File: config.mk
export PLATFORM = sky130hd
export DESIGN_NAME = vrsp_player
export DESIGN_NICKNAME = d
export VERILOG_FILES = /design/src/rtl/vrsp_pkg.sv /design/src/rtl/vrsp_regs.sv /design/src/rtl/vrsp_phase.sv /design/src/rtl/vrsp_seq.sv /design/src/rtl/vrsp_player.sv
export SDC_FILE = /design/constraint.sdc
export NUM_CORES = 1
export LEC_CHECK = 0
export BUFFER_PORTS_ARGS = -buffer_cell sky130_fd_sc_hd__buf_2
export CAP_MARGIN = 10
export CORE_MARGIN = 2
export CORE_UTILIZATION = 25
export CTS_CLUSTER_SIZE = 40
export DETAILED_ROUTE_END_ITERATION = 16
export PLACE_DENSITY = 0.5
export SLEW_MARGIN = 0
export SYNTH_ARGS = -nofsm -noshare
export SYNTH_HDL_FRONTEND = slang
export SYNTH_HIERARCHICAL = 1
export SYNTH_SLANG_ARGS = --single-unit
File: constraint.sdc
create_clock -name clk -period 3.6 [get_ports clk]
set_clock_uncertainty 0.2 [all_clocks]
set_input_delay 0.72 -clock clk [delete_from_list [all_inputs] [get_ports clk]]
set_output_delay 0.72 -clock clk [all_outputs]
set_load 0.01 [all_outputs]
File: src/rtl/vrsp_pkg.sv
package vrsp_pkg;
  localparam int BYTE_W  = 8;
  localparam int PAGE_W  = 16;
  localparam int RATE_W  = 16;

  localparam logic [7:0] A_CTRL  = 8'h10;
  localparam logic [7:0] A_PAN   = 8'h11;
  localparam logic [7:0] A_BEG_L = 8'h12;
  localparam logic [7:0] A_BEG_H = 8'h13;
  localparam logic [7:0] A_END_L = 8'h14;
  localparam logic [7:0] A_END_H = 8'h15;
  localparam logic [7:0] A_RATE_L = 8'h19;
  localparam logic [7:0] A_RATE_H = 8'h1A;
  localparam logic [7:0] A_VOL   = 8'h1B;

  localparam int B_GO   = 7;
  localparam int B_LOOP = 4;
  localparam int B_CLR  = 0;
  localparam int B_LEFT = 7;
  localparam int B_RIGHT = 6;

  typedef struct packed {
    logic hit;   // control register written this cycle
    logic go;    // start requested (reset bit already folded in)
    logic loop;  // repeat requested (reset bit already folded in)
  } ctl_cmd_t;
endpackage

File: src/rtl/vrsp_regs.sv
module vrsp_regs
  import vrsp_pkg::*;
(
  input  logic              clk,
  input  logic              rst_n,
  input  logic              wr_en,
  input  logic [7:0]        wr_addr,
  input  logic [BYTE_W-1:0] wr_data,
  output ctl_cmd_t          cmd,
  output logic [PAGE_W-1:0] beg_page,
  output logic [PAGE_W-1:0] end_page,
  output logic [RATE_W-1:0] rate,
  output logic [BYTE_W-1:0] vol,
  output logic              pan_l,
  output logic              pan_r
);
  logic [PAGE_W-1:0] beg_q, beg_d, end_q, end_d;
  logic [RATE_W-1:0] rate_q, rate_d;
  logic [BYTE_W-1:0] vol_q, vol_d;
  logic              pl_q, pl_d, pr_q, pr_d;

  always_comb begin
    beg_d  = beg_q;
    end_d  = end_q;
    rate_d = rate_q;
    vol_d  = vol_q;
    pl_d   = pl_q;
    pr_d   = pr_q;
    unique case (wr_addr)
      A_BEG_L:  beg_d[BYTE_W-1:0]         = wr_data;
      A_BEG_H:  beg_d[PAGE_W-1:BYTE_W]    = wr_data;
      A_END_L:  end_d[BYTE_W-1:0]         = wr_data;
      A_END_H:  end_d[PAGE_W-1:BYTE_W]    = wr_data;
      A_RATE_L: rate_d[BYTE_W-1:0]        = wr_data;
      A_RATE_H: rate_d[RATE_W-1:BYTE_W]   = wr_data;
      A_VOL:    vol_d                     = wr_data;
      A_PAN: begin
        pl_d = wr_data[B_LEFT];
        pr_d = wr_data[B_RIGHT];
      end
      default: ;
    endcase
  end

  always_ff @(posedge clk or negedge rst_n) begin
    if (!rst_n) begin
      beg_q  <= '0;
      end_q  <= '0;
      rate_q <= '0;
      vol_q  <= '0;
      pl_q   <= 1'b0;
      pr_q   <= 1'b0;
    end else if (wr_en) begin
      beg_q  <= beg_d;
      end_q  <= end_d;
      rate_q <= rate_d;
      vol_q  <= vol_d;
      pl_q   <= pl_d;
      pr_q   <= pr_d;
    end
  end

  always_comb begin
    cmd.hit  = wr_en && (wr_addr == A_CTRL);
    cmd.go   = wr_data[B_GO]   && !wr_data[B_CLR];
    cmd.loop = wr_data[B_LOOP] && !wr_data[B_CLR];
  end

  assign beg_page = beg_q;
  assign end_page = end_q;
  assign rate     = rate_q;
  assign vol      = vol_q;
  assign pan_l    = pl_q;
  assign pan_r    = pr_q;
endmodule

File: src/rtl/vrsp_phase.sv
module vrsp_phase #(
  parameter int ACC_W = 16
) (
  input  logic             clk,
  input  logic             rst_n,
  input  logic             clr,
  input  logic             adv,
  input  logic [ACC_W-1:0] step,
  output logic             carry
);
  logic [ACC_W-1:0] acc_q, acc_d;
  logic [ACC_W:0]   sum;

  always_comb begin
    sum   = {1'b0, acc_q} + {1'b0, step};
    carry = adv && sum[ACC_W];
    acc_d = acc_q;
    if (clr)      acc_d = '0;
    else if (adv) acc_d = sum[ACC_W-1:0];
  end

  always_ff @(posedge clk or negedge rst_n) begin
    if (!rst_n)          acc_q <= '0;
    else if (clr || adv) acc_q <= acc_d;
  end
endmodule

File: src/rtl/vrsp_seq.sv
module vrsp_seq
  import vrsp_pkg::*;
#(
  parameter int PG_W  = 16,
  parameter int OFS_W = 8,
  localparam int ADDR_W = PG_W + OFS_W
) (
  input  logic              clk,
  input  logic              rst_n,
  input  ctl_cmd_t          cmd,
  input  logic              carry,
  input  logic [PG_W-1:0]   beg_page,
  input  logic [PG_W-1:0]   end_page,
  output logic              running,
  output logic              stb,
  output logic [ADDR_W-1:0] addr,
  output logic              endp
);
  logic [ADDR_W-1:0] addr_q, addr_d, base, last;
  logic              run_q, run_d, loop_q, loop_d, stb_q, stb_d, endp_q, endp_d;

  assign base = {beg_page, {OFS_W{1'b0}}};
  assign last = {end_page, {OFS_W{1'b1}}};

  always_comb begin
    run_d  = run_q;
    loop_d = loop_q;
    addr_d = addr_q;
    stb_d  = 1'b0;
    endp_d = 1'b0;
    if (cmd.hit) begin
      run_d  = cmd.go;
      loop_d = cmd.loop;
      if (cmd.go) begin
        addr_d = base;
        stb_d  = 1'b1;
      end
    end else if (carry) begin
      if (addr_q == last) begin
        endp_d = 1'b1;
        if (loop_q) begin
          addr_d = base;
          stb_d  = 1'b1;
        end else begin
          run_d = 1'b0;
        end
      end else begin
        addr_d = addr_q + 1'b1;
        stb_d  = 1'b1;
      end
    end
  end

  always_ff @(posedge clk or negedge rst_n) begin
    if (!rst_n) begin
      run_q  <= 1'b0;
      loop_q <= 1'b0;
      addr_q <= '0;
      stb_q  <= 1'b0;
      endp_q <= 1'b0;
    end else begin
      run_q  <= run_d;
      loop_q <= loop_d;
      addr_q <= addr_d;
      stb_q  <= stb_d;
      endp_q <= endp_d;
    end
  end

  assign running = run_q;
  assign stb     = stb_q;
  assign addr    = addr_q;
  assign endp    = endp_q;
endmodule

File: src/rtl/vrsp_player.sv
module vrsp_player
  import vrsp_pkg::*;
#(
  parameter int OFS_W = 8,
  localparam int ADDR_W = PAGE_W + OFS_W
) (
  input  logic              clk,
  input  logic              rst_n,
  input  logic              wr_en,
  input  logic [7:0]        wr_addr,
  input  logic [7:0]        wr_data,
  input  logic              tick,
  output logic              fetch_stb,
  output logic [ADDR_W-1:0] fetch_addr,
  output logic              end_pulse,
  output logic              active,
  output logic              out_left,
  output logic              out_right,
  output logic [7:0]        volume
);
  ctl_cmd_t          cmd;
  logic [PAGE_W-1:0] beg_page, end_page;
  logic [RATE_W-1:0] rate;
  logic              carry, adv, clr;

  vrsp_regs regs_i (
    .clk(clk), .rst_n(rst_n), .wr_en(wr_en), .wr_addr(wr_addr), .wr_data(wr_data),
    .cmd(cmd), .beg_page(beg_page), .end_page(end_page), .rate(rate),
    .vol(volume), .pan_l(out_left), .pan_r(out_right)
  );

  assign clr = cmd.hit && cmd.go;
  assign adv = tick && active && !cmd.hit;

  vrsp_phase #(.ACC_W(RATE_W)) phase_i (
    .clk(clk), .rst_n(rst_n), .clr(clr), .adv(adv), .step(rate), .carry(carry)
  );

  vrsp_seq #(.PG_W(PAGE_W), .OFS_W(OFS_W)) seq_i (
    .clk(clk), .rst_n(rst_n), .cmd(cmd), .carry(carry),
    .beg_page(beg_page), .end_page(end_page),
    .running(active), .stb(fetch_stb), .addr(fetch_addr), .endp(end_pulse)
  );
endmodule

=== Yosys cells after proc, flatten, opt, wreduce, memory -nomap -nowiden ===
Cells that the tools add are included.

* Flip-flop bits (word level): 102
* Input port bits: 20

* Reductions and logical operators: 24
* $add $sub $neg: 2
* Eq/ne operators: 13
* Muxes and demuxes: 19

{| class="wikitable"
|+ Operator list
! kind !! count
|-
| $mux W24 || 5
|-
| $eq A8 B5 Y1 const B || 9
|-
| $mux W16 || 2
|-
| $add A24 B1 Y24 const B || 1
|-
| $eq A24 B24 Y1 || 1
|-
| $reduce_and A2 Y1 || 9
|-
| $add A16 B16 Y17 || 1
|-
| $mux W1 || 12
|-
| $logic_and A1 B1 Y1 || 7
|-
| $reduce_and A3 Y1 || 2
|-
| $reduce_bool A2 Y1 || 3
|-
| $ne A2 B2 Y1 const B || 2
|-
| $ne A3 B2 Y1 const B || 1
|-
| $logic_not A1 Y1 || 2
|-
| $logic_or A1 B1 Y1 || 1
|}

=== Depth between registers and ports, before layout ===
Gate-level depths: netlist (run 1).

* Depth in word-level cells: 7
* Gate-level depth with buffers: 15
* Mapped depth without buffers: 14

=== Hierarchy ===
Netlist (run 1), hierarchy kept.

{| class="wikitable"
|+ By module, submodules not included
! module !! area each (um^2) !! seq. area each (um^2) !! cells an instance !! instances
|-
| vrsp_regs || 2389.8 || 1451.4 || 139 || 1
|-
| vrsp_seq || 1943.1 || 700.7 || 213 || 1
|-
| vrsp_phase || 1421.4 || 400.4 || 167 || 1
|-
| vrsp_player || 16.3 || 0.0 || 2 || 1
|}

=== Least setup slack after synthesis (run 1) ===
OpenSTA, ideal clock, no wires.

* Path kind: in2reg
* Start: input port wr_en
* End: register seq_i.addr_q[6], in the netlist seq_i/addr[6]
* Cell stages on the path: 14
* Buffers on the path: 5
* Data required time: 3.271 ns
* Arrival: 3.137 ns
* Slack: 0.134 ns
* Path through: and3b_1 -> buf_6 -> and3_1 -> and3b_1 -> clkbuf_1 -> clkbuf_1 -> o21ai_0 -> a31oi_1 -> nand2b_1 -> a32o_1 -> buf_4 -> buf_4 -> o21ai_0 -> o31ai_1

{| class="wikitable"
|+ RTL lines
! item !! RTL line !! RTL
|-
| from (decl) || vrsp_player.sv:9 || <nowiki>input logic wr_en,</nowiki>
|-
| to (signal assigned) || vrsp_seq.sv:64 || <nowiki>addr_q <= addr_d;</nowiki>
|-
| to (decl) || vrsp_seq.sv:19 || <nowiki>logic [ADDR_W-1:0] addr_q, addr_d, base, last;</nowiki>
|}

=== Final worst setup path (run 1) ===
* Start: register phase_i.acc_q[0]
* End: register seq_i.addr_q[3], in the netlist seq_i/addr[3]

* Cells in the longest elaborated chain, start to end: 4

{| class="wikitable"
|+ Ends and longest elaborated chain
! item !! RTL line !! RTL
|-
| from (decl) || vrsp_phase.sv:11 || <nowiki>logic [ACC_W-1:0] acc_q, acc_d;</nowiki>
|-
| from (signal assigned) || vrsp_phase.sv:23 || <nowiki>if (!rst_n) acc_q <= '0;</nowiki>
|-
| from (signal assigned) || vrsp_phase.sv:24 || <nowiki>else if (clr || adv) acc_q <= acc_d;</nowiki>
|-
| $add A16 B16 Y17 || vrsp_phase.sv:15 || <nowiki>sum = {1'b0, acc_q} + {1'b0, step};</nowiki>
|-
| $logic_and A1 B1 Y1 || vrsp_phase.sv:16 || <nowiki>carry = adv && sum[ACC_W];</nowiki>
|-
| named net carry || vrsp_player.sv:24 || <nowiki>logic carry, adv, clr;</nowiki>
|-
| $reduce_bool A2 Y1 (no line) || n/a ||
|-
| $reduce_and A3 Y1 (no line) || n/a ||
|}

The timed path passes the listed nets, and every way through them passes these cells.
A chain may end at the register's enable or synchronous reset.

==> key figures, run 1 <==
Yosys
  • Mapped Cells: 521
  • EDFF count, synth: 0
  • Synth Warn #: 6
  • Syn Nets: 559
  • Synth Area per Inst: around 11 um^2
  • Syn Std Cell Area: 5770 um^2
  • Seq/Total Area, Yosys: between 40% and 50%
  • Dominant synthesized flop cell: dfrtp_1
  • Async set or reset register ratio after synthesis: 100%
  • Synthesized flop and latch total: between 100 and 150
  • Netlist cell types: 68

Timing
  • Slew Viols, Final: 0
  • Setup TNS: 0 ps
  • Hold Violations, Final: 0
  • Fin crit period: ~3300 ps
  • Setup-failing EPs final: 0
  • Relative slew margins: ~45%
  • Worst slew pin tran: 827 ps
  • Unrepaired setup endpoints after global routing: no
  • FMAX: 0.299 GHz
  • Fin crit share: 92.9%

Floorplan
  • Core Rows: 55
  • Die area: around 24000 um^2
  • Ports: between 50 and 60
  • Starting density of the core: 25.5%
  • Die Wd: 156 um
  • Die Y: 156 um
  • Area of the core: 22600 um^2

Critical path
  • Reg2Reg Depth: 14
  • R2R Setup Slk: 260 ps
  • Crit path max fanout: 18
  • CP Launch Type: flop
  • CP most frequent cell: nand2b_1
  • Worst EP arrival: 3400 ps
  • Crit-path cells: ha_1, inv_1, fa_1, nand2b_1, a211oi_2, o21ai_1, nand3_1, nand4_1, a31oi_1, nand2b_1, a32o_1, buf_4, a21o_1, a22o_1
  • Reg2reg end: seq_i/addr[3]
  • Crit. End Element: flop
  • Slowest stage delay, CP: ~380 ps
  • Critical path data required time: about 3700 ps
  • WS Path Type: flop to flop
  • Reg-to-Reg Start: phase_i/acc_q[0]
  • Worst path slowest cell: fa_1

Global route
  • First-pass GRT wire length: 25400 um
  • Vias in the first global route: 4547
  • Largest net degree at the start of global routing: just under 60
  • Total gr overflow: 0
  • Initial antenna violation count: 0
  • Tot GR Track Use: between 10% and 20%

Min path
  • Min-Delay Path Class: primary input to async pin

Clocking
  • TritonCTS buffer count: 9
  • CTS tree: done
  • CTS H-tree lvls: 3
  • Reg clk slew, reported paths: 70 ps
  • CTS max path bufs: 2
  • Clock latency on the worst-skew pair: 360 ps
  • Post-CTS setup buffer count: 0
  • Hold buffer count at cts: 0
  • Root Driver: clkbuf_16
  • Clock Sinks: 102

Placed design
  • Hpwl dp: 11200 um
  • Placed Instance Area: approximately 6400 um^2
  • RePlAce Congestion: 0.813
  • IO Port Bufs: 56

Route
  • Pre-Repair DR Iteration Count: 4
  • DRC errors left: 0
  • DR iter-0 viols: 233
  • Routed vias/inst: 5.12
  • Final ANT Viol Nets: 0
  • DR vias: 4447
  • WL/cell: 18.1 um
  • DRT Wirelength: between 15000 and 20000 um

Final layout
  • Synth-to-layout area growth: 16.3%
  • Share of layout cells above drive strength 1: 28.5%
  • Post-layout instance area: 6710 um^2
  • Diode count: 0
  • Final nets: 616

Power
  • Pwr dens: about 370 nW/um^2
  • Clock power share: 43.9%
  • Int Pwr: 0.00190 W
  • Worst vdd ir: 0.248 mV
  • Sequential power share: approximately half
  • Combinational power share: 7.5%
  • Pleak: 3.20 nW
  • Switching Fraction: 23.7%
  • Total net switching power: 0.000591 W

Run
  • Max_cap viols: 0

Outcome
  • Status: completed
flip-flops by register name (all words and copies together), names as in the netlist:
register         count
seq_i/loop_q         1
seq_i/stb            1
regs_i/beg_page     16
regs_i/pan_l         1
seq_i/addr          24
regs_i/vol           8
seq_i/endp           1
phase_i/acc_q       16
regs_i/end_page     16
regs_i/pan_r         1
regs_i/rate         16
seq_i/running        1
critical path: cells and delay by family, from the launching register on:
| family | cells | cell delay (ps) |
|---|---|---|
| AOI/OAI and AO/OA | 6 | 1280 |
| adders and majority gates | 2 | 550 |
| buffers and inverters | 2 | 270 |
| DFF | 1 | 360 |
| and+or+nand+nor | 4 | 590 |
placed cells by master (no fill, tap or decap), types with 6 or more instances in the layout:
master and count:
nor2b_1 8, and3_1 10, mux2i_1 12, buf_4 10, and4_1 6, nand3_1 15, nand2_1 32, inv_1 12
nand4_1 14, nor2_1 32, o21ai_0 19, xnor2_1 19, mux2_4 8, clkbuf_16 9, nand2b_1 6, mux2_2 55
buf_2 55, ha_1 17, a21oi_1 27, a21o_1 12, dfrtp_1 102
how the worst max path moves through the flow:
stage	from	end	slack (ps)
after CTS	phase_i/acc_q[0]	seq_i/addr[7]	80
after global placement	regs_i/rate[0]	seq_i/addr[7]	250
after global routing	regs_i/rate[0]	seq_i/addr[3]	30
after floorplan	wr_en	seq_i/addr[6]	130
final	phase_i/acc_q[0]	seq_i/addr[3]	260
after detailed placement	phase_i/acc_q[0]	seq_i/addr[7]	100
synthesized netlist by cell type (all sizes together) (4+ instances only):
library cell    n  share of area (%)
nand2          32                2.1
a22o            5               0.76
inv            13               0.85
mux2i          12                2.1
xnor2          20                3.2
o21ai          20                1.7
dfrtp         102                 44
nand4          19                3.1
nor2           33                2.4
nand2b          6               0.65
ha             17                3.7
clkbuf         10               0.65
mux2           63                 13
and2            4               0.48
a21oi          30                2.8
and4            6               0.91
nor2b           8               0.87
a211oi          5               0.65
o22a            5               0.76
nand3          16                1.5
nor4            4               0.95
a21o           12                1.6
buf            10                1.6
and3           10                1.1
layer usage:
layer / track usage [%] / vias up / wire, um
met5: 0 / - / 0
met1: 19.2 / 2234 / 7760
met2: 20.6 / 132 / 6900
met3: 2.31 / 27 / 718
li1: - / 2054 / -
met4: 5.64 / 0 / 362
what timing repair did:
| action | 4_1_cts | 5_1_grt |
|---|---|---|
| endpoints found under the setup margin | 0 | 14 |
| hold endpoints to repair | 0 | 0 |
| resized for setup | 0 | 4 |
final cells by class:
class / count / area, um^2
well taps: 285 / 357
flip-flops and latches: 102 / 2550
fillers: 2319 / 15900
clock inverters: 5 / 88.8
inverters: 13 / 51.3
multi-input cells: 386 / 3050
repair buffers: 66 / 370
clock buffers: 11 / 243
cells by family after synthesis:
family,synth area share (%)
buffers and inverters,3.10
xor gates and xnor gates,3.62
and+or+nand+nor,16.5
AOI/OAI and AO/OA,13.7
adders and majority gates,4.03
DFF,44.2
muxes,14.9
metrics by stage:
step                      hold slack [ps]  instances  power, W  utilization [%]  setup slack [ps]
after global placement                270        852   0.00141             28.1               248
after floorplan                       224        521   0.00133                -               134
after detailed placement              275        852   0.00142             28.1               103
final                                 172        868   0.00249             29.7               257
after CTS                             189        868   0.00253             29.6              80.2
after global routing                  215        868   0.00260             29.7              30.9
power by group through the flow:
| stage | clock network, W | logic, W | registers (W) |
|---|---|---|---|
| 2_1_floorplan | 0 | 0.000104 | 0.00123 |
| 3_3_place_gp | 0 | 0.000185 | 0.00123 |
| 3_5_place_dp | 0 | 0.000190 | 0.00123 |
| 4_1_cts | 0.00113 | 0.000190 | 0.00121 |
| 5_1_grt | 0.00118 | 0.000207 | 0.00121 |
| 6_report | 0.00109 | 0.000186 | 0.00121 |
No activity file was read; power rests on OpenSTA's default activity.
==> inputs of run 2 (changes only) <==
--- a/config.mk
+++ b/config.mk
@@ -8,10 +8,10 @@
 export BUFFER_PORTS_ARGS = -buffer_cell sky130_fd_sc_hd__buf_2
 export CAP_MARGIN = 10
 export CORE_MARGIN = 2
-export CORE_UTILIZATION = 25
+export CORE_UTILIZATION = 40
 export CTS_CLUSTER_SIZE = 40
 export DETAILED_ROUTE_END_ITERATION = 16
-export PLACE_DENSITY = 0.5
+export PLACE_DENSITY = 0.68
 export SLEW_MARGIN = 0
 export SYNTH_ARGS = -nofsm -noshare
 export SYNTH_HDL_FRONTEND = slang
==> run 2 against run 1 <==
  * Critical path depth unchanged
  * Largest power group unchanged
  * Hold slack improved by 72 ps
  * Power decreased by 6.0%
  * Register-to-register slack got worse by 50 ps
  * Core utilization rose by 17 points
  * Clock power fell by 13%
  * Design area down 2.6%
==> key figures, run 2 (synthesized netlist as in run 1, its figures left out) <==
Power
  • Worst vdd ir: between 0.15 and 0.2 mV
  • Int Pwr: 0.00178 W
  • Clock power share: between 40% and 50%
  • Pwr Total: 0.00234 W
  • Sequential power share: 51.8%
  • Total net switching power: 0.000557 W
  • Combinational power share: 7.8%
  • Switching Fraction: 23.8%
  • Pwr dens: 358 nW/um^2
  • Pleak: 3.19 nW

Global route
  • Tot GR Track Use: 19.1%
  • Vias in the first global route: approximately 4300
  • Initial antenna violation count: 0
  • Total gr overflow: 0
  • First-pass GRT wire length: 22400 um
  • Largest net degree at the start of global routing: 60

Clocking
  • Root Driver: clkbuf_16
  • Reg clk slew, reported paths: approximately 70 ps
  • Clock latency on the worst-skew pair: 350 ps
  • TritonCTS buffer count: 9
  • Clock Sinks: about 100
  • CTS H-tree lvls: 3
  • Hold buffer count at cts: 0
  • CTS max path bufs: 2
  • CTS tree: done

Route
  • DRC errors left: 0
  • Final ANT Viol Nets: 0
  • Routed vias/inst: 5.78
  • DR vias: 4398
  • DRT Wirelength: roughly 14000 um
  • DR iter-0 viols: 234
  • WL/cell: around 19 um
  • Pre-Repair DR Iteration Count: 5

Final layout
  • Synth-to-layout area growth: 13.4%
  • Diode count: 0
  • Non-Filler Instances: 761
  • Commonest non-fill, non-tap cell in the layout: dfrtp_1
  • Max reg flops: 24
  • Fillers: 1298
  • Final core utilization: 46.8%
  • Share of layout cells above drive strength 1: 28.4%
  • Final nets: 615
  • Most frequent cells in the layout: dfrtp_1, buf_2, mux2_2

Critical path
  • Crit path max fanout: 28
  • WS Path Type: flop to flop
  • Critical path data required time: 3640 ps
  • Crit. End Element: flop
  • CP Launch Type: flop
  • Worst EP arrival: between 3000 and 4000 ps

Placed design
  • RePlAce Congestion: roughly 0.86
  • Hpwl dp: 9830 um
  • Pre-CTS setup slack: 171 ps
  • IO Port Bufs: 56
  • Placed Instances: about 750

Floorplan
  • Die Wd: 124 um
  • Area of the core: 14000 um^2
  • Die area: 15400 um^2
  • Core Rows: 43
  • Starting density of the core: 41.3%
  • Ports: 57
  • Die Y: ~120 um

Timing
  • Relative slew margins: about half
  • Slew Viols, Final: 0
  • Fin crit period: approximately 3400 ps
  • Worst slew pin tran: slightly below 800 ps
  • Fin crit share: 94.4%
  • Setup-failing EPs final: 0
  • FMAX: 0.294 GHz
  • Hold Violations, Final: 0
  • Final WS setup: 203 ps

Min path
  • Min-Delay Path Class: primary input to async pin

Run
  • Max_cap viols: 0

Outcome
  • Status: completed
## run 2: cell type report
type / count / area [um^2] / share of cell area [%]
clock inverters: 3 / 18.8 / 0.287
multi-input cells: 386 / 3050 / 46.6
flip-flops and latches: 102 / 2550 / 39.0
inverters: 13 / 51.3 / 0.784
well taps: 180 / 225 / 3.44
repair buffers: 65 / 379 / 5.80
clock buffers: 12 / 267 / 4.07
## run 2: per-layer routing
layer	vias up	GRT usage, %	part of all wire, %
li1	2046	-	-
met1	2184	26.6	46
met2	152	28.8	46
met3	16	4.44	6.2
met4	0	7.51	1.4
met5	-	0	0
## run 2: critical path, stage by stage, from the launching register on
cell and delay [ps]:
dfrtp_1 360, ha_1 180, inv_1 60, fa_1 390, nand2b_1 210, a211oi_2 340
o21ai_2 110, nand3_1 140, nand4_1 110, a31oi_1 240, nand2b_1 100, a32o_1 260
buf_6 200, a21o_1 170, a22o_1 220
## run 2: stage by stage
step                      TNS, ps  area, um^2  hold slack (ps)
after CTS                       0        6530              267
after global placement          0        6240              269
after detailed placement        0        6240              279
after floorplan                 0        5770              224
final                           0        6540              244
after global routing        -26.9        6540              305
## run 2: power groups by stage
stage          Combinational, W  Clock [W]  Sequential, W
6_report               0.000183   0.000945        0.00121
2_1_floorplan          0.000104          0        0.00123
5_1_grt                0.000204    0.00103        0.00121
3_5_place_dp           0.000185          0        0.00123
3_3_place_gp           0.000179          0        0.00123
4_1_cts                0.000186   0.000973        0.00121
## run 2: path summary, 6_finish.rpt
path                                         from            endpoint  slack, ps  depth (start not counted)
worst max-delay path               regs_i/rate[0]       seq_i/addr[3]        200                         14
worst min-delay path                        rst_n  regs_i/beg_page[5]        240                          1
worst max register to register     regs_i/rate[0]       seq_i/addr[3]        200                         14
worst min register to register  phase_i/acc_q[14]   phase_i/acc_q[14]        290                          2
max in group asynchronous                   rst_n    phase_i/acc_q[9]       2230                          2
min in group clk                phase_i/acc_q[14]   phase_i/acc_q[14]        290                          2
## run 2: timing repair
item,CTS,global route
buffers inserted,0,0
resized for setup,0,4
endpoints found under the setup margin,0,9
